`src/rtl/irtx_pkg.sv`:
```
package irtx_pkg;
  typedef enum logic {
    PS_IDLE = 1'b0,
    PS_PLAY = 1'b1
  } play_state_e;
endpackage

```
`src/rtl/irtx_slots.sv`:
```
module irtx_slots #(
  parameter int DW = 8
) (
  input  logic          clk,
  input  logic          rst_n,
  input  logic          push,
  input  logic [DW-1:0] push_data,
  input  logic          pop,
  output logic          can_push,
  output logic          head_valid,
  output logic [DW-1:0] head_data
);
  localparam int NSLOT = 2;

  logic [DW-1:0]    slot_q [NSLOT];
  logic [NSLOT-1:0] full_q;
  logic             wr_q, rd_q;
  logic [NSLOT-1:0] set_v, clr_v;

  assign can_push   = !full_q[wr_q];
  assign head_valid = full_q[rd_q];
  assign head_data  = slot_q[rd_q];

  for (genvar g = 0; g < NSLOT; g++) begin : g_slot
    assign set_v[g] = push && (wr_q == g[0]);
    assign clr_v[g] = pop  && (rd_q == g[0]);
    always_ff @(posedge clk or negedge rst_n) begin
      if (!rst_n)        slot_q[g] <= '0;
      else if (set_v[g]) slot_q[g] <= push_data;
    end
  end

  always_ff @(posedge clk or negedge rst_n) begin
    if (!rst_n) begin
      full_q <= '0;
      wr_q   <= 1'b0;
      rd_q   <= 1'b0;
    end else begin
      full_q <= (full_q | set_v) & ~clr_v;
      if (push) wr_q <= !wr_q;
      if (pop)  rd_q <= !rd_q;
    end
  end

  assert_pop_nonempty_R1: assert property (@(posedge clk) disable iff (!rst_n)
    pop |-> full_q[rd_q]);
  assert_no_overflow_R10: assert property (@(posedge clk) disable iff (!rst_n)
    push |-> !full_q[wr_q]);
endmodule

```
`src/rtl/irtx_player.sv`:
```
module irtx_player
  import irtx_pkg::*;
#(
  parameter int CNT_W      = 7,
  parameter int SAMPLE_DIV = 4
) (
  input  logic             clk,
  input  logic             rst_n,
  input  logic             head_valid,
  input  logic             head_pulse,
  input  logic [CNT_W-1:0] head_cnt,
  output logic             pop,
  output logic             busy,
  output logic             level_pulse,
  output logic             burst_start
);
  localparam int DIV_W = (SAMPLE_DIV > 1) ? $clog2(SAMPLE_DIV) : 1;
  localparam logic [DIV_W-1:0] DIV_LAST = DIV_W'(SAMPLE_DIV - 1);

  play_state_e      state_q;
  logic [CNT_W-1:0] rem_q;
  logic [DIV_W-1:0] div_q;
  logic             pulse_q;
  logic             tick, last, take, load;

  assign tick = (state_q == PS_PLAY) && (div_q == DIV_LAST);
  assign last = tick && (rem_q == CNT_W'(1));
  assign take = head_valid && ((state_q == PS_IDLE) || last);
  assign load = take && (head_cnt != '0);

  assign pop         = take;
  assign busy        = (state_q == PS_PLAY);
  assign level_pulse = pulse_q;
  assign burst_start = load && head_pulse;

  always_ff @(posedge clk or negedge rst_n) begin
    if (!rst_n) begin
      state_q <= PS_IDLE;
      rem_q   <= '0;
      div_q   <= '0;
      pulse_q <= 1'b0;
    end else begin
      if (load) begin
        state_q <= PS_PLAY;
        rem_q   <= head_cnt;
        div_q   <= '0;
        pulse_q <= head_pulse;
      end else begin
        if (take || last) state_q <= PS_IDLE;
        if (state_q == PS_PLAY) div_q <= tick ? '0 : div_q + DIV_W'(1);
        if (tick) rem_q <= rem_q - CNT_W'(1);
      end
    end
  end

  assert_len_nonzero_R2: assert property (@(posedge clk) disable iff (!rst_n)
    busy |-> (rem_q != '0));
  assert_contiguous_R3: assert property (@(posedge clk) disable iff (!rst_n)
    (last && head_valid && (head_cnt != '0)) |=> busy);
  assert_zero_ends_R9: assert property (@(posedge clk) disable iff (!rst_n)
    (take && (head_cnt == '0)) |=> !busy);
endmodule

```
`src/rtl/irtx_carrier.sv`:
```
module irtx_carrier #(
  parameter int CAR_W    = 8,
  parameter int UNIT_DIV = 2
) (
  input  logic             clk,
  input  logic             rst_n,
  input  logic             restart,
  input  logic [CAR_W-1:0] period,
  input  logic [CAR_W-1:0] high,
  input  logic             pol,
  output logic             wave
);
  localparam int UD_W = (UNIT_DIV > 1) ? $clog2(UNIT_DIV) : 1;
  localparam logic [UD_W-1:0] UD_LAST = UD_W'(UNIT_DIV - 1);

  logic [UD_W-1:0]  udiv_q;
  logic [CAR_W-1:0] pos_q;
  logic             utick, wrap;

  assign utick = (udiv_q == UD_LAST);
  assign wrap  = ({1'b0, pos_q} + (CAR_W+1)'(1)) >= {1'b0, period};
  assign wave  = (pos_q < high) ^ pol;

  always_ff @(posedge clk or negedge rst_n) begin
    if (!rst_n) begin
      udiv_q <= '0;
      pos_q  <= '0;
    end else if (restart) begin
      udiv_q <= '0;
      pos_q  <= '0;
    end else begin
      udiv_q <= utick ? '0 : udiv_q + UD_W'(1);
      if (utick) pos_q <= wrap ? '0 : pos_q + CAR_W'(1);
    end
  end

  assert_restart_phase_R6: assert property (@(posedge clk) disable iff (!rst_n)
    (restart && (high != '0)) ##1 ($stable(high) && $stable(pol)) |-> (wave == !pol));
endmodule

```
`src/rtl/irtx_rl.sv`:
```
module irtx_rl
  import irtx_pkg::*;
#(
  parameter int CNT_W       = 7,
  parameter int SAMPLE_DIV  = 5000,
  parameter int UNIT_DIV    = 50,
  parameter int CAR_W       = 8,
  parameter bit HALF_DUPLEX = 1'b1
) (
  input  logic             clk,
  input  logic             rst_n,
  input  logic             ent_valid,
  output logic             ent_ready,
  input  logic [CNT_W:0]   ent_data,
  input  logic             mod_en,
  input  logic             car_pol,
  input  logic [CAR_W-1:0] car_period,
  input  logic [CAR_W-1:0] car_high,
  input  logic [1:0]       tx_mask,
  input  logic             irq_clr,
  input  logic             rx_en_i,
  output logic [1:0]       emit,
  output logic             busy,
  output logic             irq,
  output logic             rx_en_o
);
  localparam int DW   = CNT_W + 1;
  localparam int NEMT = 2;

  logic          can_push, push, pop, head_valid;
  logic [DW-1:0] head_data;
  logic          level_pulse, burst_start, wave, drive;
  logic          irq_q;

  assign ent_ready = can_push && (tx_mask != '0);
  assign push      = ent_valid && ent_ready;

  irtx_slots #(.DW(DW)) slots_i (
    .clk(clk), .rst_n(rst_n), .push(push), .push_data(ent_data), .pop(pop),
    .can_push(can_push), .head_valid(head_valid), .head_data(head_data)
  );

  irtx_player #(.CNT_W(CNT_W), .SAMPLE_DIV(SAMPLE_DIV)) player_i (
    .clk(clk), .rst_n(rst_n), .head_valid(head_valid),
    .head_pulse(head_data[CNT_W]), .head_cnt(head_data[CNT_W-1:0]),
    .pop(pop), .busy(busy), .level_pulse(level_pulse), .burst_start(burst_start)
  );

  irtx_carrier #(.CAR_W(CAR_W), .UNIT_DIV(UNIT_DIV)) carrier_i (
    .clk(clk), .rst_n(rst_n), .restart(burst_start), .period(car_period),
    .high(car_high), .pol(car_pol), .wave(wave)
  );

  assign drive = busy && level_pulse && (mod_en ? wave : 1'b1);

  for (genvar g = 0; g < NEMT; g++) begin : g_emit
    assign emit[g] = drive && tx_mask[g];
  end

  if (HALF_DUPLEX) begin : g_half
    assign rx_en_o = rx_en_i && !busy;
    assert_rx_blocked_R11: assert property (@(posedge clk) disable iff (!rst_n)
      busy |-> !rx_en_o);
  end else begin : g_full
    assign rx_en_o = rx_en_i;
  end

  always_ff @(posedge clk or negedge rst_n) begin
    if (!rst_n)       irq_q <= 1'b0;
    else if (pop)     irq_q <= 1'b1;
    else if (irq_clr) irq_q <= 1'b0;
  end
  assign irq = irq_q;

  assert_irq_on_take_R7: assert property (@(posedge clk) disable iff (!rst_n)
    pop |=> irq);
  assert_mask_gate_R8: assert property (@(posedge clk) disable iff (!rst_n)
    (emit & ~tx_mask) == '0);
  assert_idle_low_R9: assert property (@(posedge clk) disable iff (!rst_n)
    !busy |-> (emit == '0));
endmodule

```
`config.mk`:
```
export PLATFORM = sky130hd
export DESIGN_NAME = irtx_rl
export DESIGN_NICKNAME = d
export VERILOG_FILES = /design/src/rtl/irtx_pkg.sv /design/src/rtl/irtx_slots.sv /design/src/rtl/irtx_player.sv /design/src/rtl/irtx_carrier.sv /design/src/rtl/irtx_rl.sv
export SDC_FILE = /design/constraint.sdc
export NUM_CORES = 1
export LEC_CHECK = 0
export BUFFER_PORTS_ARGS = -buffer_cell sky130_fd_sc_hd__buf_2
export CORE_UTILIZATION = 40
export DETAILED_ROUTE_END_ITERATION = 7
export SYNTH_ARGS = -nofsm -noshare
export SYNTH_HDL_FRONTEND = slang
export SYNTH_SLANG_ARGS = --single-unit
```
`constraint.sdc`:
```
create_clock -name clk -period 3.6 [get_ports clk]
set_clock_uncertainty 0.2 [all_clocks]
set_input_delay 0.18 -clock clk [delete_from_list [all_inputs] [get_ports clk]]
set_output_delay 0.18 -clock clk [all_outputs]
set_load 0.05 [all_outputs]
```
==> results of run 1 <==
## synth_stat cells (2+ instances only)
master	count	area, µm²
o21ai_0	16	80.1
nor4b_4	2	47.6
nor3b_1	3	22.5
or2_2	3	18.8
a21o_1	3	22.5
a21oi_1	18	90.1
nand4_1	5	31.3
nand2b_1	6	37.5
nand2_1	25	93.8
o211ai_1	5	37.5
o21a_1	3	22.5
o2111ai_1	2	17.5
o22ai_1	3	18.8
xnor2_1	12	105
nor2_1	22	82.6
inv_1	28	105
a32o_1	2	20.0
a41oi_1	2	17.5
buf_2	2	10.0
a31oi_1	3	18.8
mux2i_1	13	130
nor2b_1	3	18.8
and3_1	4	25.0
clkbuf_1	9	33.8
nand3_1	16	80.1
nor3_1	14	70.1
and2_1	6	37.5
nor4b_1	4	35.0
mux2_2	18	203
dfrtp_1	57	1430
and4_1	2	17.5
ha_1	21	263
xor2_1	11	96.3
nor4_1	6	37.5
## how the worst max path moves through the flow
stage,startpoint,slack (ps),cells past startpoint,end
2_1_floorplan,carrier_i.pos_q[0],800,11,carrier_i.pos_q[5]
3_3_place_gp,carrier_i.pos_q[0],650,11,carrier_i.pos_q[6]
3_5_place_dp,carrier_i.pos_q[0],500,11,carrier_i.pos_q[6]
4_1_cts,carrier_i.pos_q[0],510,11,carrier_i.pos_q[6]
5_1_grt,carrier_i.pos_q[0],200,11,carrier_i.pos_q[6]
6_report,carrier_i.pos_q[0],510,11,carrier_i.pos_q[6]
## state kept, by name (all words and copies together) (netlist names)
signal and count:
slots_i.rd_q 1, player_i.level_pulse 1, carrier_i.udiv_q 6, slots_i.slot_q 16
player_i.div_q 13, irq 1, player_i.busy 1, carrier_i.pos_q 8
player_i.rem_q 7, slots_i.wr_q 1, slots_i.full_q 2
## worst max-delay path, stage by stage (launching register included)
cell       delay, ps
dfrtp_1          460
ha_1             280
nand3_1          170
nor2_1           230
xor2_1           180
ha_1             260
a2111oi_0        360
o21ai_0          160
a41oi_1          190
buf_4            200
nor3_1            60
nor4_1           270
## power by group
group	internal, µW	switching [µW]	total [µW]
Clock	478	266	744
Combinational	511	575	1090
Sequential	898	298	1200
## per-layer routing
metal | vias to the layer above | track usage, % | share of wire [%] | routed length, µm
met5 | - | 0 | 0 | 0
met4 | 0 | 5.27 | 1.2 | 95
met3 | 6 | 4.62 | 3.6 | 273
met2 | 54 | 29.2 | 47 | 3600
met1 | 1347 | 24.4 | 48 | 3640
li1 | 1419 | - | - | -
## stage by stage
stage / utilization [%] / setup WS [ps] / std cells
finish: 48.6 / 507 / 531
global route: 48.6 / 197 / 531
CTS: 48.6 / 507 / 531
detailed placement: 44.5 / 505 / 504
global placement: 44.5 / 645 / 504
floorplan: - / 799 / 367
## final cells by class
class                   count  area, µm²
fillers                   831       4460
multi-input cells         268       1970
flip-flops and latches     57       1430
repair buffers             54        338
clock buffers              11        141
well taps                 108        135
inverters                  28        105
clock inverters             5        103
## logic make-up (layout without fill, tap and decap cells)
kind of cell             count (synthesis)  count (layout)  synth area share [%]
AO/OA/AOI/OAI                           66              66                  12.3
multiplexers                            31              31                  9.34
adder cells (fa/ha/maj)                 21              21                  7.37
AND/OR/NAND/NOR                        127             127                  20.5
XOR/XNOR                                23              23                  5.65
flip-flops                              57              57                  40.0
buffers and inverters                   42              98                  4.81
## repair_timing
action / CTS / global route
hold buffers: 11 / 0
resized for setup: 0 / 0
endpoints found under the hold margin: 43 / 0
==> key figures, run 1 <==
Run status
  – Outcome: completed

STA
  – Setup_tns: 0 ps
  – Fmax: 323 MHz
  – Worst Tran Pin Value: 944 ps
  – Tcrit/Tclk final: 85.9%
  – Hold_ws: 169 ps
  – Post-layout min period: 3090 ps
  – Final hold viol count: 0
  – Slew Viols, Final: 0
  – Setup violations, final: 0
  – Slew headroom: 37.0%
  – RSZ-0062 raised after global routing: false

Place
  – Global placer's final weighted congestion: 0.826
  – DP Wirelength: 5.47 mm
  – Area post-placement: 0.00386 mm²
  – Number of port buffers: 38

CTS
  – Max clock buf depth: 2
  – Reg clk slew, reported paths: 70 ps
  – Root Driver: clkbuf_8
  – Worst skew pair latency: 340 ps
  – CTS tree: yes
  – CTS Sinks: 57
  – H-tree Lvls: 3
  – CTS buffer count: 9
  – Post-CTS setup buffer count: 0

Logic synthesis
  – Commonest register cell after synthesis: dfrtp_1
  – EDFF count, synth: 0
  – Library cells used by synthesis: 52
  – YS warnings: 0
  – Average size of a mapped cell: 9.71 µm²
  – Ys async rst share: 100%
  – #FFs+latches synth: 57
  – Post-synthesis net count: 421
  – Seq/Total Area, Yosys: 40.0%
  – Synth Cell Area: 0.00356 mm²
  – Post-Syn Instances: 367

Setup path
  – Worst r2r src: carrier_i.pos_q[0]
  – Setup crit end kind: flip-flop
  – R2R setup slack: 510 ps
  – Worst Setup Path Type: flip-flop to flip-flop
  – Critical path arrival: 3130 ps
  – Number of cells on the worst reg-to-reg path: 11
  – Worst setup SP type: flip-flop
  – Reg-to-reg critical path endpoint: carrier_i.pos_q[6]
  – Worst EP required: 3640 ps
  – Worst Path Max Fanout: 11

Floorplan
  – Initial core utilization: 41.1%
  – Die Span Y: 96.4 µm
  – Core Box Area: 0.00868 mm²
  – Placement Rows: 34
  – Total Die Area: 0.00929 mm²
  – Die X-Extent: 96.4 µm
  – I/O Pins: 39

Route
  – Number of vias per cell: 5.32
  – DRT iter0 DRCs: 83
  – Final WL: 7.61 mm
  – DRC: 0
  – Vias post-DR: 2,826
  – Post-DRT Antenna Nets: 0
  – Wire per inst: 14.3 µm
  – DR pass1 iterations: 4

Global routing
  – Global-route wire length before repair: 13.0 mm
  – GR Util All Layers: 18.3%
  – Vias in the first global route: 2,729
  – Aggregate global routing overflow: 0
  – Largest net degree at the start of global routing: 34
  – Initial antenna violation count: 0

Final layout
  – Share of cells above drive strength 1: 20.3%
  – Nets: 472
  – Commonest non-fill, non-tap cell in the layout: dfrtp_1
  – Diode count: 0
  – Finished Cell Area: 0.00422 mm²
  – Most frequent cells in the layout: dfrtp_1 (57), buf_2 (38), inv_1 (28), nand2_1 (25), nor2_1 (22)
  – Synthesis-to-layout area growth: 18.3%

Min path
  – Hold Crit Class: input pin to asynchronous set/reset pin

Run
  – MaxCap Viol Count: 0

Pwr
  – Pwr per Cell Area: 718 mW/mm²
  – Leakage power: 0.00190 µW
  – VDD IR-drop max: 0.000373 V
  – Final total power: 3030 µW
Power figures use the tool's default switching activity.
==> run 2, diff against run 1 <==
- GPL_TIMING_DRIVEN: not set -> 0
==> run 2 against run 1 <==
Net effect: die area is the same; critical path depth unchanged; sequential cell count unchanged; wire length decreased by 2.0%; cell area increased by 1.2%; largest power group unchanged; highest routed layer unchanged.
==> key figures, run 2 (synthesis gave the netlist of run 1 again) <==
Run status
  – Outcome: completed (unchanged)

Run
  – MaxCap Viol Count: 0 (unchanged)

Floorplan
  – Placement Rows: 34 (unchanged)
  – I/O Pins: 39 (unchanged)
  – Initial core utilization: 41.1% (unchanged)
  – Total Die Area: 0.00929 mm² (unchanged)
  – Die Span Y: 96.4 µm (unchanged)
  – Die X-Extent: 96.4 µm (unchanged)
  – Core Box Area: 0.00868 mm² (unchanged)

Final layout
  – Regs by FF count: slots_i.slot_q x16, player_i.div_q x13, carrier_i.pos_q x8 (unchanged)
  – Share of cells above drive strength 1: 20.4% (was 20.3%)
  – Max reg flops: 16 (unchanged)
  – Nets: 481 (was 472)
  – Diode count: 0 (unchanged)
  – Final core occ: 49.1% (was 48.6%)
  – Biggest register: slots_i.slot_q (unchanged)
  – Synthesis-to-layout area growth: 19.7% (was 18.3%)
  – Finished Cell Area: 0.00427 mm² (was 0.00422 mm²)
  – Commonest non-fill, non-tap cell in the layout: dfrtp_1 (unchanged)
  – Most frequent cells in the layout: dfrtp_1 (57), buf_2 (39), inv_1 (28), nand2_1 (25), nor2_1 (22) (was dfrtp_1 (57), buf_2 (38), inv_1 (28), nand2_1 (25), nor2_1 (22))

Place
  – Global placer's final weighted congestion: 0.828 (was 0.826)
  – Number of port buffers: 38 (unchanged)
  – Area post-placement: 0.00389 mm² (was 0.00386 mm²)
  – DP Wirelength: 5.42 mm (was 5.47 mm)
  – DP Worst Slack: 190 ps (was 505 ps)

Setup path
  – Setup crit end kind: flip-flop (unchanged)
  – Slowest stage cell, crit path: dfrtp_1 (unchanged)
  – Critical Path Max Stage Delay: 460 ps (about the same)
  – Worst setup SP type: flip-flop (unchanged)
  – Number of buffers and inverters on the critical path: 1 (unchanged)
  – Worst Setup Path Type: flip-flop to flip-flop (unchanged)
  – Worst Path Max Fanout: 10 (was 11)
  – CP top delay family: compound AO/OA/AOI/OAI gates (was simple AND/OR/NAND/NOR gates)
  – Worst EP required: 3650 ps (was 3640 ps)
  – Critical path, cell by cell: ha_1, nand3_1, nor2_1, xor2_1, ha_1, a2111oi_2, o21ai_0, a41oi_1, clkbuf_4, a41oi_1, a21oi_1 (was ha_1, nand3_1, nor2_1, xor2_1, ha_1, a2111oi_0, o21ai_0, a41oi_1, buf_4, nor3_1, nor4_1)
  – Critical path arrival: 3240 ps (was 3130 ps)

Min path
  – Hold Crit Class: input pin to asynchronous set/reset pin (unchanged)

STA
  – Worst setup margin: 415 ps (was 507 ps)
  – Post-layout min period: 3180 ps (was 3090 ps)
  – Slew headroom: 38.7% (was 37.0%)
  – Worst Tran Pin Value: 919 ps (was 944 ps)
  – Setup_tns: 0 ps (unchanged)
  – Tcrit/Tclk final: 88.5% (was 85.9%)
  – Setup violations, final: 0 (unchanged)
  – Fmax: 314 MHz (was 323 MHz)
  – Final hold viol count: 0 (unchanged)
  – RSZ-0062 raised after global routing: false (unchanged)
  – Hold_ws: 244 ps (was 169 ps)
  – Slew Viols, Final: 0 (unchanged)

Route
  – Number of vias per cell: 5.21 (was 5.32)
  – Final WL: 7.46 mm (was 7.61 mm)
  – Vias post-DR: 2,815 (was 2,826)
  – Post-DRT Antenna Nets: 0 (unchanged)
  – DR WL met3: 306 µm (was 273 µm)
  – DR pass1 iterations: 4 (unchanged)
  – DRT iter0 DRCs: 109 (was 83)
  – M1 WL: 3.63 mm (was 3.64 mm)
  – Metal2 WL: 3.45 mm (was 3.60 mm)
  – DRC: 0 (unchanged)
  – DR top layer: met4 (unchanged)
  – Wire per inst: 13.8 µm (was 14.3 µm)

CTS
  – Post-CTS setup buffer count: 0 (unchanged)
  – CTS buffer count: 9 (unchanged)
  – H-tree Lvls: 3 (unchanged)
  – Worst skew pair latency: 330 ps (was 340 ps)
  – CTS Sinks: 57 (unchanged)
  – Reg clk slew, reported paths: 70 ps (about the same)
  – Max clock buf depth: 2 (unchanged)
  – Root Driver: clkbuf_8 (unchanged)
  – CTS tree: yes (unchanged)

Global routing
  – Largest net degree at the start of global routing: 58 (was 34)
  – Initial antenna violation count: 0 (unchanged)
  – Aggregate global routing overflow: 0 (unchanged)
  – GR Util All Layers: 18.4% (was 18.3%)
  – Vias in the first global route: 2,757 (was 2,729)
  – Global-route wire length before repair: 12.9 mm (was 13.0 mm)

Pwr
  – Sw Ratio: 37.5% (was 37.6%)
  – Pwr per Cell Area: 714 mW/mm² (was 718 mW/mm²)
  – Internal: 1900 µW (was 1890 µW)
  – Part of the power in combinational logic: 37.5% (was 35.9%)
  – VDD IR-drop max: 0.000362 V (was 0.000373 V)
  – Clk pwr share: 24.6% (about the same)
  – Leakage power: 0.00192 µW (was 0.00190 µW)
  – Psw: 1140 µW (about the same)
  – Sequential power share: 37.9% (was 39.5%)
## run 2: power groups by stage
| stage | clock (µW) | sequential [µW] | combinational, µW |
|---|---|---|---|
| 2_1_floorplan | 0 | 1100 | 903 |
| 3_3_place_gp | 0 | 1160 | 1080 |
| 3_5_place_dp | 0 | 1160 | 1130 |
| 4_1_cts | 770 | 1160 | 1140 |
| 5_1_grt | 802 | 1200 | 1300 |
| 6_report | 749 | 1160 | 1140 |
## run 2: area by class of cell
cell class,instances,area [µm²]
fill,853,4410
multi-input combinational,268,1970
sequential,57,1430
timing repair buffer,49,303
clock buffer,10,138
tap,108,135
clock inverter,6,115
inverter,28,105
buffer,14,70.1
## run 2: timing repair
action	4_1_cts	5_1_grt
gates resized for setup	0	6
endpoints found under the hold margin	76	0
endpoints found under the setup margin	0	7
hold buffers	11	0
## run 2: worst paths after layout
path / from / to / slack (ps) / cells past startpoint
hold reg to reg: carrier_i.udiv_q[0] / carrier_i.udiv_q[0] / 300 / 1
max in group asynchronous: rst_n / slots_i.wr_q / 2460 / 2
min in group clk: tx_mask[0] / slots_i.wr_q / 260 / 5
setup / recovery: carrier_i.pos_q[0] / carrier_i.pos_q[5] / 420 / 11
setup reg to reg: carrier_i.pos_q[0] / carrier_i.pos_q[5] / 420 / 11
hold / removal: rst_n / player_i.div_q[12] / 240 / 2
## run 2: stage by stage
| stage | cells | total power [µW] |
|---|---|---|
| finish | 540 | 3050 |
| global route | 540 | 3300 |
| CTS | 540 | 3070 |
| detailed placement | 513 | 2290 |
| global placement | 513 | 2240 |
| floorplan | 367 | 2000 |
## run 2: layer usage
layer / vias up / GRT usage, %
li1: 1433 / -
met1: 1332 / 24.1
met2: 43 / 29.8
met3: 7 / 5.48
met4: 0 / 4.66
met5: - / 0
